<file path="config.mk">
export PLATFORM = sky130hd
export DESIGN_NAME = fcmp_cc_unit
export DESIGN_NICKNAME = d
export VERILOG_FILES = /design/src/rtl/fcmp_pkg.sv /design/src/rtl/fcmp_clean.sv /design/src/rtl/fcmp_order.sv /design/src/rtl/fcmp_cc_unit.sv
export SDC_FILE = /design/constraint.sdc
export NUM_CORES = 1
export LEC_CHECK = 0
export ABC_AREA = 1
export BUFFER_PORTS_ARGS = -buffer_cell sky130_fd_sc_hd__buf_4
export CAP_MARGIN = 5
export CORE_MARGIN = 2
export CORE_UTILIZATION = 51
export DETAILED_ROUTE_END_ITERATION = 7
export GPL_TIMING_DRIVEN = 0
export MAX_ROUTING_LAYER = met4
export PLACE_DENSITY = 0.88
export SLEW_MARGIN = 20
export SYNTH_ARGS = -nofsm -noshare
export SYNTH_HDL_FRONTEND = slang
export SYNTH_SLANG_ARGS = --single-unit
export TNS_END_PERCENT = 1
</file>
<file path="constraint.sdc">
create_clock -name clk -period 5.1 [get_ports clk]
set_input_delay 0.51 -clock clk [delete_from_list [all_inputs] [get_ports clk]]
set_output_delay 0.51 -clock clk [all_outputs]
set_load 0.03 [all_outputs]
</file>
<file path="src/rtl/fcmp_pkg.sv">
// Package: shared types for the floating compare condition-code unit.
// Assumes the four condition bits always travel together as one record.
package fcmp_pkg;

    // Condition-code record, most significant field first.
    typedef struct packed {
        logic n;
        logic z;
        logic v;
        logic c;
    } fcmp_cc_t;

    // Condition codes for an equal compare.
    localparam fcmp_cc_t CC_EQUAL = '{n: 1'b0, z: 1'b1, v: 1'b0, c: 1'b0};

endpackage

</file>
<file path="src/rtl/fcmp_clean.sv">
// Module: fcmp_clean
// Turns one raw operand into the form used for comparison. A zero
// exponent forces the whole word to zero. Single precision clears the
// low half. The module also reports whether the raw word is an
// undefined variable (sign set, exponent zero).
// Assumes the layout is sign at the top, exponent below it, then fraction.
module fcmp_clean #(
    parameter int EXP_W  = 8,
    parameter int FRAC_W = 55
) (
    input  logic [EXP_W+FRAC_W:0] raw_i,
    input  logic                  dbl_i,
    output logic [EXP_W+FRAC_W:0] clean_o,
    output logic                  undef_o
);
    localparam int W     = 1 + EXP_W + FRAC_W;
    localparam int LOW_W = W / 2;
    localparam int EXP_T = W - 2;

    logic exp_zero;

    // Detect a zero exponent field in the raw word.
    always_comb begin
        exp_zero = (raw_i[EXP_T -: EXP_W] == '0);
    end

    // Flag a negative word whose exponent is zero.
    always_comb begin
        undef_o = raw_i[W-1] & exp_zero;
    end

    // Produce the cleaned operand for the comparator.
    always_comb begin
        if (exp_zero) begin
            clean_o = '0;
        end else if (!dbl_i) begin
            clean_o = {raw_i[W-1:LOW_W], {LOW_W{1'b0}}};
        end else begin
            clean_o = raw_i;
        end
    end

endmodule

</file>
<file path="src/rtl/fcmp_order.sv">
// Module: fcmp_order
// Compares two cleaned operands. It gives equality, whether both are
// zero, the unsigned magnitude less-than of source against accumulator,
// and the resulting N value for the unequal case.
// Assumes both inputs already have dirty zeros removed.
module fcmp_order #(
    parameter int W = 64
) (
    input  logic [W-1:0] src_i,
    input  logic [W-1:0] acc_i,
    output logic         eq_o,
    output logic         both_zero_o,
    output logic         mag_lt_o,
    output logic         n_o
);
    logic same_sign;
    logic acc_nz;

    // Equality and zero detection over the full word.
    always_comb begin
        eq_o        = (src_i == acc_i);
        both_zero_o = (src_i == '0) && (acc_i == '0);
        acc_nz      = (acc_i != '0);
    end

    // Magnitude ordering of exponent and fraction, read as unsigned.
    always_comb begin
        mag_lt_o  = (src_i[W-2:0] < acc_i[W-2:0]);
        same_sign = (src_i[W-1] == acc_i[W-1]);
    end

    // N starts from the source sign, flipped when same sign and smaller.
    always_comb begin
        n_o = src_i[W-1] ^ (same_sign & acc_nz & mag_lt_o);
    end

endmodule

</file>
<file path="src/rtl/fcmp_cc_unit.sv">
// Module: fcmp_cc_unit (top)
// Registered floating compare. On start it cleans both operands and
// compares them. One cycle later it presents the condition bits, a
// done pulse, a clean-zero writeback request and the undefined flag.
// Assumes start is a single-cycle strobe and that operands are valid
// in the start cycle. The condition bits hold between compares.
module fcmp_cc_unit
    import fcmp_pkg::*;
#(
    parameter int EXP_W  = 8,
    parameter int FRAC_W = 55
) (
    input  logic                  clk,
    input  logic                  rst_n,
    input  logic                  start_i,
    input  logic                  dbl_i,
    input  logic                  undef_en_i,
    input  logic [EXP_W+FRAC_W:0] src_i,
    input  logic [EXP_W+FRAC_W:0] acc_i,
    output logic                  cc_n_o,
    output logic                  cc_z_o,
    output logic                  cc_v_o,
    output logic                  cc_c_o,
    output logic                  done_o,
    output logic                  zero_wr_o,
    output logic                  undef_o
);
    localparam int W      = 1 + EXP_W + FRAC_W;
    localparam int N_OPND = 2;

    logic [W-1:0] raw_w   [N_OPND];
    logic [W-1:0] clean_w [N_OPND];
    logic         undef_w [N_OPND];

    logic     ord_eq, ord_zero, ord_lt, ord_n;
    fcmp_cc_t cc_q;
    logic     done_q, zero_wr_q, undef_q;

    // Operand index 0 is the source, 1 is the accumulator.
    always_comb begin
        raw_w[0] = src_i;
        raw_w[1] = acc_i;
    end

    // One cleaner per operand.
    for (genvar gi = 0; gi < N_OPND; gi++) begin : g_clean
        fcmp_clean #(
            .EXP_W (EXP_W),
            .FRAC_W(FRAC_W)
        ) clean_i (
            .raw_i  (raw_w[gi]),
            .dbl_i  (dbl_i),
            .clean_o(clean_w[gi]),
            .undef_o(undef_w[gi])
        );
    end

    fcmp_order #(
        .W(W)
    ) order_i (
        .src_i      (clean_w[0]),
        .acc_i      (clean_w[1]),
        .eq_o       (ord_eq),
        .both_zero_o(ord_zero),
        .mag_lt_o   (ord_lt),
        .n_o        (ord_n)
    );

    // Result registers: update the codes on start, pulse done and flags.
    always_ff @(posedge clk) begin
        if (!rst_n) begin
            cc_q      <= '0;
            done_q    <= 1'b0;
            zero_wr_q <= 1'b0;
            undef_q   <= 1'b0;
        end else begin
            done_q    <= start_i;
            zero_wr_q <= 1'b0;
            undef_q   <= 1'b0;
            if (start_i) begin
                if (undef_w[0] && undef_en_i) begin
                    undef_q <= 1'b1;
                end else if (ord_eq) begin
                    cc_q      <= CC_EQUAL;
                    zero_wr_q <= ord_zero;
                end else begin
                    cc_q <= '{n: ord_n, z: 1'b0, v: 1'b0, c: 1'b0};
                end
            end
        end
    end

    // Drive the ports from the registers.
    always_comb begin
        cc_n_o    = cc_q.n;
        cc_z_o    = cc_q.z;
        cc_v_o    = cc_q.v;
        cc_c_o    = cc_q.c;
        done_o    = done_q;
        zero_wr_o = zero_wr_q;
        undef_o   = undef_q;
    end

    AST_DONE_AFTER_START: assert property (@(posedge clk) disable iff (!rst_n)
        start_i |=> done_o);
    AST_DONE_NEEDS_START: assert property (@(posedge clk) disable iff (!rst_n)
        done_o |-> $past(start_i));
    AST_Z_EXCLUDES_N: assert property (@(posedge clk) disable iff (!rst_n)
        cc_z_o |-> !cc_n_o);
    AST_ZWR_NEEDS_Z: assert property (@(posedge clk) disable iff (!rst_n)
        zero_wr_o |-> (cc_z_o && done_o));
    AST_EQ_EXCLUDES_LT: assert property (@(posedge clk) disable iff (!rst_n)
        ord_eq |-> !ord_lt);
    AST_UNDEF_KEEPS_CC: assert property (@(posedge clk) disable iff (!rst_n)
        undef_o |-> ($stable(cc_q) && !zero_wr_o));
    AST_IDLE_KEEPS_CC: assert property (@(posedge clk) disable iff (!rst_n)
        !done_o |-> ($stable(cc_q) && !zero_wr_o && !undef_o));

endmodule

</file>
# After elaboration in Yosys (flattened, before gate mapping)
# Cells that the tools add are included.
totals:
  regBits: 7
  out_inout_bits: 7
op_classes:
  n_bitwise: 8
  muxes: 6
  magnitude_cmp: 1
  eq_ne: 2
  reduce_logical: 10
op_table:
  columns: ["operator", "count"]
  rows:
  - ["$logic_not 64->1", 2]
  - ["$mux 64", 2]
  - ["$eq 64x64->1", 1]
  - ["$mux 32", 2]
  - ["$reduce_bool 64->1", 1]
  - ["$lt 63x63->1", 1]
  - ["$logic_not 8->1", 2]
  - ["$mux 4", 1]
  - ["$not 1->1", 4]
  - ["$reduce_and 2->1", 2]
  - ["$reduce_or 4->1", 1]
  - ["$and 1x1->1", 3]
  - ["$logic_and 1x1->1", 2]
  - ["$eq 1x1->1", 1]
  - ["$mux 1", 1]
  - ["$xor 1x1->1", 1]

# Logic depth before layout (Yosys ltp)
# Gate-level depths: netlist of the first run.
depth:
  depth_word: 7
  depth_mapped: 21
  ltp_nobuf: 20

# Hierarchy
# A second synthesis of the first run with hierarchy kept.
unflattened:
  hier_cells: 673
  area_unflattened_um2: 3529.6
modules_own_cells:
  columns: ["mod", "instances", "cells_per_inst", "area_each_um2"]
  rows:
  - ["fcmp_order", 1, 373, 2218.4]
  - ["fcmp_clean", 2, 137, 553.0]
  - ["fcmp_cc_unit", 1, 26, 205.2]

# Worst setup path before layout of the first run
# Ideal clock, no wire load.
synth_path:
  kind: "input port to flip-flop"
  start: "in src_i[61]"
  end: "reg zero_wr_q (netlist: zero_wr_o)"
  path_buffers: 3
  arrival_time_ps: 2637
  stages: 16
  setup_slack_ps: 2389
  path_cell_list: "nor2_1 > nand2_1 > nor2_2 > buf_6 > buf_4 > clkbuf_1 > nor2_1 > ha_1 > nand2_1 > nor2_1 > nand4_1 > nor3b_1 > nand3_1 > nor2_1 > nand4_1 > nor3_2"
synth_via:
  elab_chain_cells: 5
  elab_cells_between_ends: 9
  cone_classes: "1 x eq/ne; 1 x mux; 2 x bitwise; 5 x reduce/logical"
synth_rtl:
  columns: ["item", "line", "rtl"]
  rows:
  - ["from (decl)", "fcmp_cc_unit.sv:18", "input logic [EXP_W+FRAC_W:0] src_i,"]
  - ["$logic_not 8->1", "fcmp_clean.sv:24", "exp_zero = (raw_i[EXP_T -: EXP_W] == '0);"]
  - ["$mux 64", "fcmp_clean.sv:34", "if (exp_zero) begin"]
  - ["$eq 64x64->1", "fcmp_order.sv:21", "eq_o = (src_i == acc_i);"]
  - ["$not 1->1 (no line)", null, null]
  - ["$reduce_or 4->1 (no line)", null, null]
  - ["to (signal assigned)", "fcmp_cc_unit.sv:85", "zero_wr_q <= ord_zero;"]
  - ["to (decl)", "fcmp_cc_unit.sv:37", "logic done_q, zero_wr_q, undef_q;"]
# Several ways; a longest one is shown, not always the timed one.
# A chain may end at the register's enable or synchronous reset.

# Worst setup path in the final report of the first run
layout_path:
  start: "in src_i[57]"
  end: "reg zero_wr_q (netlist: zero_wr_o)"
# Same word-level chain as after synthesis.

==> flow_summary.yaml, run 1 <==
placed_design:
  post_dp_cell_area_sq_um: 3840
  place_ws_ns: 1.70
  hpwl_mm: 7.20
  gp_congestion: 0.912
  portBuffers: 136
yosys:
  synth_most_common_cell: "nand2_1"
  synth_area_leaders: "ha_1, nand2_1, nor2_1"
  yosysTopAreaCellShare_pct: 28.8
  synth_edf_count: 0
  yosys_warnings: 0
  synth_seq_area_share_pct: 3.66
  yosys.area.top_type: "ha_1"
  synthCells: 510
  synth_common_cells: "nand2_1, nor2_1, inv_1"
  synth_flop_cell: "dfxtp_1"
  syn_area_sq_um: 2730
  synth.distinct_cells: 29
  ys_async_sr_fraction_pct: 0
  syn_area_per_cell_sq_um: 5.36
  synth-seq-cells: 5
floorplanning:
  die-area_sq_um: 5960
  num_rows: 26
  die_h_microns: 77.2
  ioPinCount: 140
  core_area_sq_um: 5140
  fp.dieW_microns: 77.2
  start_util_pct: 53.2
sta:
  layout_setup_ws_ns: 1.89
  fin_setup_tns_ns: 0
  period_needed_ns: 3.21
  hold_viol_final: 0
  period_share_pct: 62.9
  max_freq_mhz: 312
  setup_viol_count_final: 0
  slew_violations: 0
  finalClockSkew_ns: 0
  rsz0062_at_grt: "no"
drt:
  drc: 0
  wl_met1_mm: 3.62
  vias: 3567
  antenna_left: 0
  vias_per_cell: 4.95
  drt_first_pass_iters: 5
  drt_iter0_markers: 153
  dr_wl_met3_microns: 505
  wirelength_mm: 8.23
  wl_met2_mm: 4.04
  wl_per_cell_microns: 11.4
  top_layer_used: "met4"
finish:
  area_delta_synth_final_pct: 42.4
  final_nets: 848
  num_antenna_cells: 0
  final_util_pct: 75.7
  drive_above_1_share_pct: 22.7
  final_area_sq_um: 3890
cts:
  cts_hold_buffers: 0
  clk_pin_slew_ns: 0.04
  cts_buffers: 3
  postCtsSetupBuffers: 0
  root_buffer: "clkbuf_8"
  cts.sinks: 5
  cts_tree: "built"
  clock_latency_ns: 0.22
  ctsResizeCount: 0
  htree_levels: 1
  ctsLongestPathBuffers: 2
global_routing:
  antenna_found_initial: 0
  grt_pass1_wl_mm: 14.1
  grt_overflow: 0
  grt_start_max_net_pins: 11
  grt_pass1_vias: 3424
  grt.total_usage_pct: 28.3
setup_path:
  crit_top_cell: "nor2_1"
  worst_path_largest_cell_delay_ns: 0.37
  worstPathArrival_ns: 3.36
  path_class: "primary input to flop"
  endpoint_kind: "flop"
  worst_ep_required_time_ns: 5.25
  slowest_stage: "clkbuf_1"
  cp_cell_sequence: "buf_4 -> nor2_1 -> nand2_1 -> nor2_2 -> buf_6 -> buf_4 -> clkbuf_1 -> nor2_1 -> ha_1 -> nand2_1 -> nor2_1 -> nand4_1 -> nor3b_1 -> nand3_1 -> nor2_1 -> nand4_1 -> nor3_2"
  start_kind: "primary input"
  path_max_fanout: 10
power_and_ir_drop:
  irDropWorstVdd_v: 0.0000658
  pwr_density_cell_nw_per_um2: 101
  total_power_uw: 393
  power.leakage_nw: 2.39
worst_hold_path:
  holdCritPathClass: "flop to flop"
run_status:
  status: "completed"
run:
  maxCapViolations: 0
[layout by cell type (no fill, tap or decap)]
master,synthesis,routed
inv_1,70,70
or2_0,1,1
clkinv_1,1,1
nor4_2,1,1
buf_4,3,139
nor3_1,3,3
nand2_1,178,178
nor3_2,1,1
nand3_1,19,19
clkbuf_8,0,3
nor2_4,1,1
nor2_2,1,1
nand3b_1,1,1
a21o_1,4,4
dfxtp_1,5,5
nor3b_1,1,1
clkbuf_1,20,21
buf_1,1,1
nor2_1,90,90
nor4_1,1,1
ha_1,63,63
nand4_1,12,12
o21ai_0,3,3
conb_1,1,2
a41oi_1,2,2
o21a_1,1,1
a21oi_1,22,22
buf_2,1,1
o41ai_1,2,2
buf_6,1,1
[through the flow]
step | instances | hold slack, ns
2_1_floorplan | 511 | 0.586
3_3_place_gp | 717 | 0.457
3_5_place_dp | 717 | 0.480
4_1_cts | 721 | 0.484
5_1_grt | 721 | 0.514
6_report | 721 | 0.483
[sequential cells by signal (all words and copies together), names as in the netlist]
name       flops
cc_z_o         1
cc_n_o         1
zero_wr_o      1
done_o         1
undef_o        1
[cell families after synthesis]
family | count (synthesis) | synth area share (%)
fa+ha+maj | 63 | 28.8
simple gates | 310 | 46.1
other cells | 1 | 0.137
flops | 5 | 3.66
compound gates | 34 | 7.23
buf+inv | 97 | 14.1
[layer usage]
metal	vias to the layer above	GRT usage, %
li1	1881	-
met1	1562	34.7
met2	116	51.8
met3	8	1.53
met4	0	4.82
met5	-	-
[critical path: cells and delay by family]
kind                       cells  cell delay (ns)
and+or+nand+nor               12             1.67
adders and majority gates      1             0.31
buffers and inverters          4             0.86
[area by class of cell]
class | count | area (sq um)
multi-input combinational | 409 | 2250
fill | 470 | 1250
timing repair buffer | 136 | 1020
inverter | 71 | 267
buffer | 26 | 118
sequential | 5 | 100
tap | 70 | 87.6
clock buffer | 4 | 45.0
[final timing paths]
| path | startpoint | to | slack [ns] | cells past startpoint |
|---|---|---|---|---|
| worst max-delay path | src_i[57] | zero_wr_o | 1.89 | 17 |
| worst min-delay path | cc_n_o | cc_n_o | 0.48 | 2 |
| worst max register to register | cc_z_o | cc_z_o | 4.48 | 2 |
| worst min register to register | cc_n_o | cc_n_o | 0.48 | 2 |
[report_power, final]
| part | internal [mW] | total, mW | switching [mW] |
|---|---|---|---|
| combinational | 0.141 | 0.277 | 0.136 |
| clock | 0.0538 | 0.0746 | 0.0208 |
| sequential | 0.0408 | 0.0415 | 0.000670 |
(Power assumes the default switching activity.)
==> run 2, diff against run 1 <==
- CORE_UTILIZATION: 51 -> 48
- PLACE_DENSITY: 0.88 -> 0.84
- clock period: 5.1 -> 3 ns (I/O delays scaled with it)
==> run 2 against run 1 <==
Non-clock buffer count is the same. Die area grew 5.9%. Clock power grew 72%. Clock-buffer cell count is the same. Combinational power grew 69%. Critical path depth grew 5. Critical endpoint is now cc_n_o. Highest routed layer unchanged.
==> flow_summary.yaml, run 2 (synthesis gave the netlist of run 1 again) <==
setup_path:
  worstPathArrival_ns: 2.84
  path_buf_inv: 6
  reg2regPathDepth: 2
  cp_top_family: "simple AND/OR/NAND/NOR gates"
  ff2ff_setup_slack_ns: 2.35
  r2r-start: "cc_z_o"
  crit_top_cell: "nand2_1"
  reg2reg_to: "cc_z_o"
  worst_ep_required_time_ns: 3.16
  start_kind: "primary input"
  cp_cell_sequence: "buf_4 -> nor2_1 -> nand2_1 -> nor2_4 -> buf_6 -> buf_4 -> clkbuf_2 -> nor2_1 -> ha_1 -> nand2_1 -> inv_1 -> nand2_1 -> nor2_1 -> nand2_1 -> inv_1 -> nand2_1 -> nand2_1 -> nor3_1 -> nand2_1 -> nand2_1 -> nand3_1 -> a21oi_1"
  path_max_fanout: 10
  slowest_stage: "ha_1"
  path_class: "primary input to flop"
  endpoint_kind: "flop"
  crit_start: "src_i[57]"
  worst_path_largest_cell_delay_ns: 0.31
floorplanning:
  ioPinCount: 140
  start_util_pct: 49.6
  core_area_sq_um: 5510
  num_rows: 27
  die-area_sq_um: 6310
  die_h_microns: 79.5
  fp.dieW_microns: 79.5
worst_hold_path:
  holdCritPathClass: "primary input to flop"
  holdPathStages: 3
  hp-start: "start_i"
  worstHoldEndpoint: "done_o"
finish:
  instances_no_fill: 723
  drive_above_1_share_pct: 24.1
  layout_commonest_cell: "nand2_1"
  ff_latch_area_sq_um: 100
  final_util_pct: 71.2
  final_nets: 848
  layout_common_cells: "nand2_1, buf_4, nor2_1, inv_1, ha_1"
  area_delta_synth_final_pct: 43.4
  fill_cells: 505
  num_antenna_cells: 0
  multiInputGateArea_sq_um: 2270
cts:
  ctsLongestPathBuffers: 2
  htree_levels: 1
  postCtsSetupBuffers: 0
  clk_pin_slew_ns: 0.04
  cts.sinks: 5
  ctsResizeCount: 0
  cts_buffers: 3
  cts_tree: "built"
  root_buffer: "clkbuf_8"
  clock_latency_ns: 0.22
  cts_hold_buffers: 0
sta:
  period_share_pct: 89.4
  rsz0062_at_grt: "no"
  period_needed_ns: 2.68
  max_freq_mhz: 373
  slew_violations: 0
  fin_setup_tns_ns: 0
  hold_viol_final: 0
  setup_viol_count_final: 0
  finalClockSkew_ns: 0
global_routing:
  grt.total_usage_pct: 26.7
  grt_overflow: 0
  grt_pass1_wl_mm: 13.8
  antenna_found_initial: 0
  grt_pass1_vias: 3382
  grt_start_max_net_pins: 11
drt:
  drt_first_pass_iters: 5
  vias: 3539
  vias_per_cell: 4.89
  wirelength_mm: 8.17
  drc: 0
  drt_iter0_markers: 201
  antenna_left: 0
  wl_per_cell_microns: 11.3
placed_design:
  dp.cells: 719
  portBuffers: 136
  hpwl_mm: 7.16
  gp_congestion: 0.878
power_and_ir_drop:
  pwr_density_cell_nw_per_um2: 170
  total_power_uw: 668
  irDropWorstVdd_v: 0.000112
  power.leakage_nw: 2.40
run:
  maxCapViolations: 0
run_status:
  status: "completed"
[run 2: cell types whose count changed in the layout (fill, tap and decap cells not counted), sizes merged]
cell    change
inv         +1
buf         +1
clkbuf      -1
clkinv      -1
[run 2: how the worst max path moves through the flow]
stage | to | slack (ns) | cells past startpoint
global placement | zero_wr_o | -0.15 | 17
detailed placement | zero_wr_o | -0.16 | 17
finish | cc_n_o | 0.32 | 22
floorplan | zero_wr_o | 0.50 | 16
global route | zero_wr_o | 0.009 | 19
CTS | zero_wr_o | 0.05 | 17
[run 2: layer usage]
layer,share of wire [%],track usage (%)
met1,43,32.3
met3,7.2,1.81
met2,47,47.6
met4,2.3,7.76
met5,0,-
[run 2: area by class of cell]
type | instances | share of cell area, %
repair buffers | 136 | 26.1
flip-flops and latches | 5 | 2.55
plain buffers | 26 | 3.29
inverters | 71 | 6.80
well taps | 72 | 2.30
clock buffers | 4 | 1.15
multi-input cells | 409 | 57.9
[run 2: power by group]
part	switching (mW)	leakage, nW	internal, mW
combinational	0.228	2.34	0.241
clock	0.0368	0.0228	0.0915
sequential	0.00121	0.0409	0.0694
[run 2: worst register-to-register path: cells and delay by family, from the launching register on]
kind	cells	cell delay (ns)
compound gates	1	0.17
flops	1	0.30
simple gates	1	0.06
[run 2: metrics by stage]
step / instance area [sq um] / setup slack (ns) / hold WS (ns)
after floorplan: 2740 / 0.499 / 0.412
after global placement: 3850 / -0.151 / 0.458
after detailed placement: 3850 / -0.159 / 0.465
after CTS: 3890 / 0.0538 / 0.282
after global routing: 3920 / 0.00871 / 0.329
final: 3920 / 0.317 / 0.286
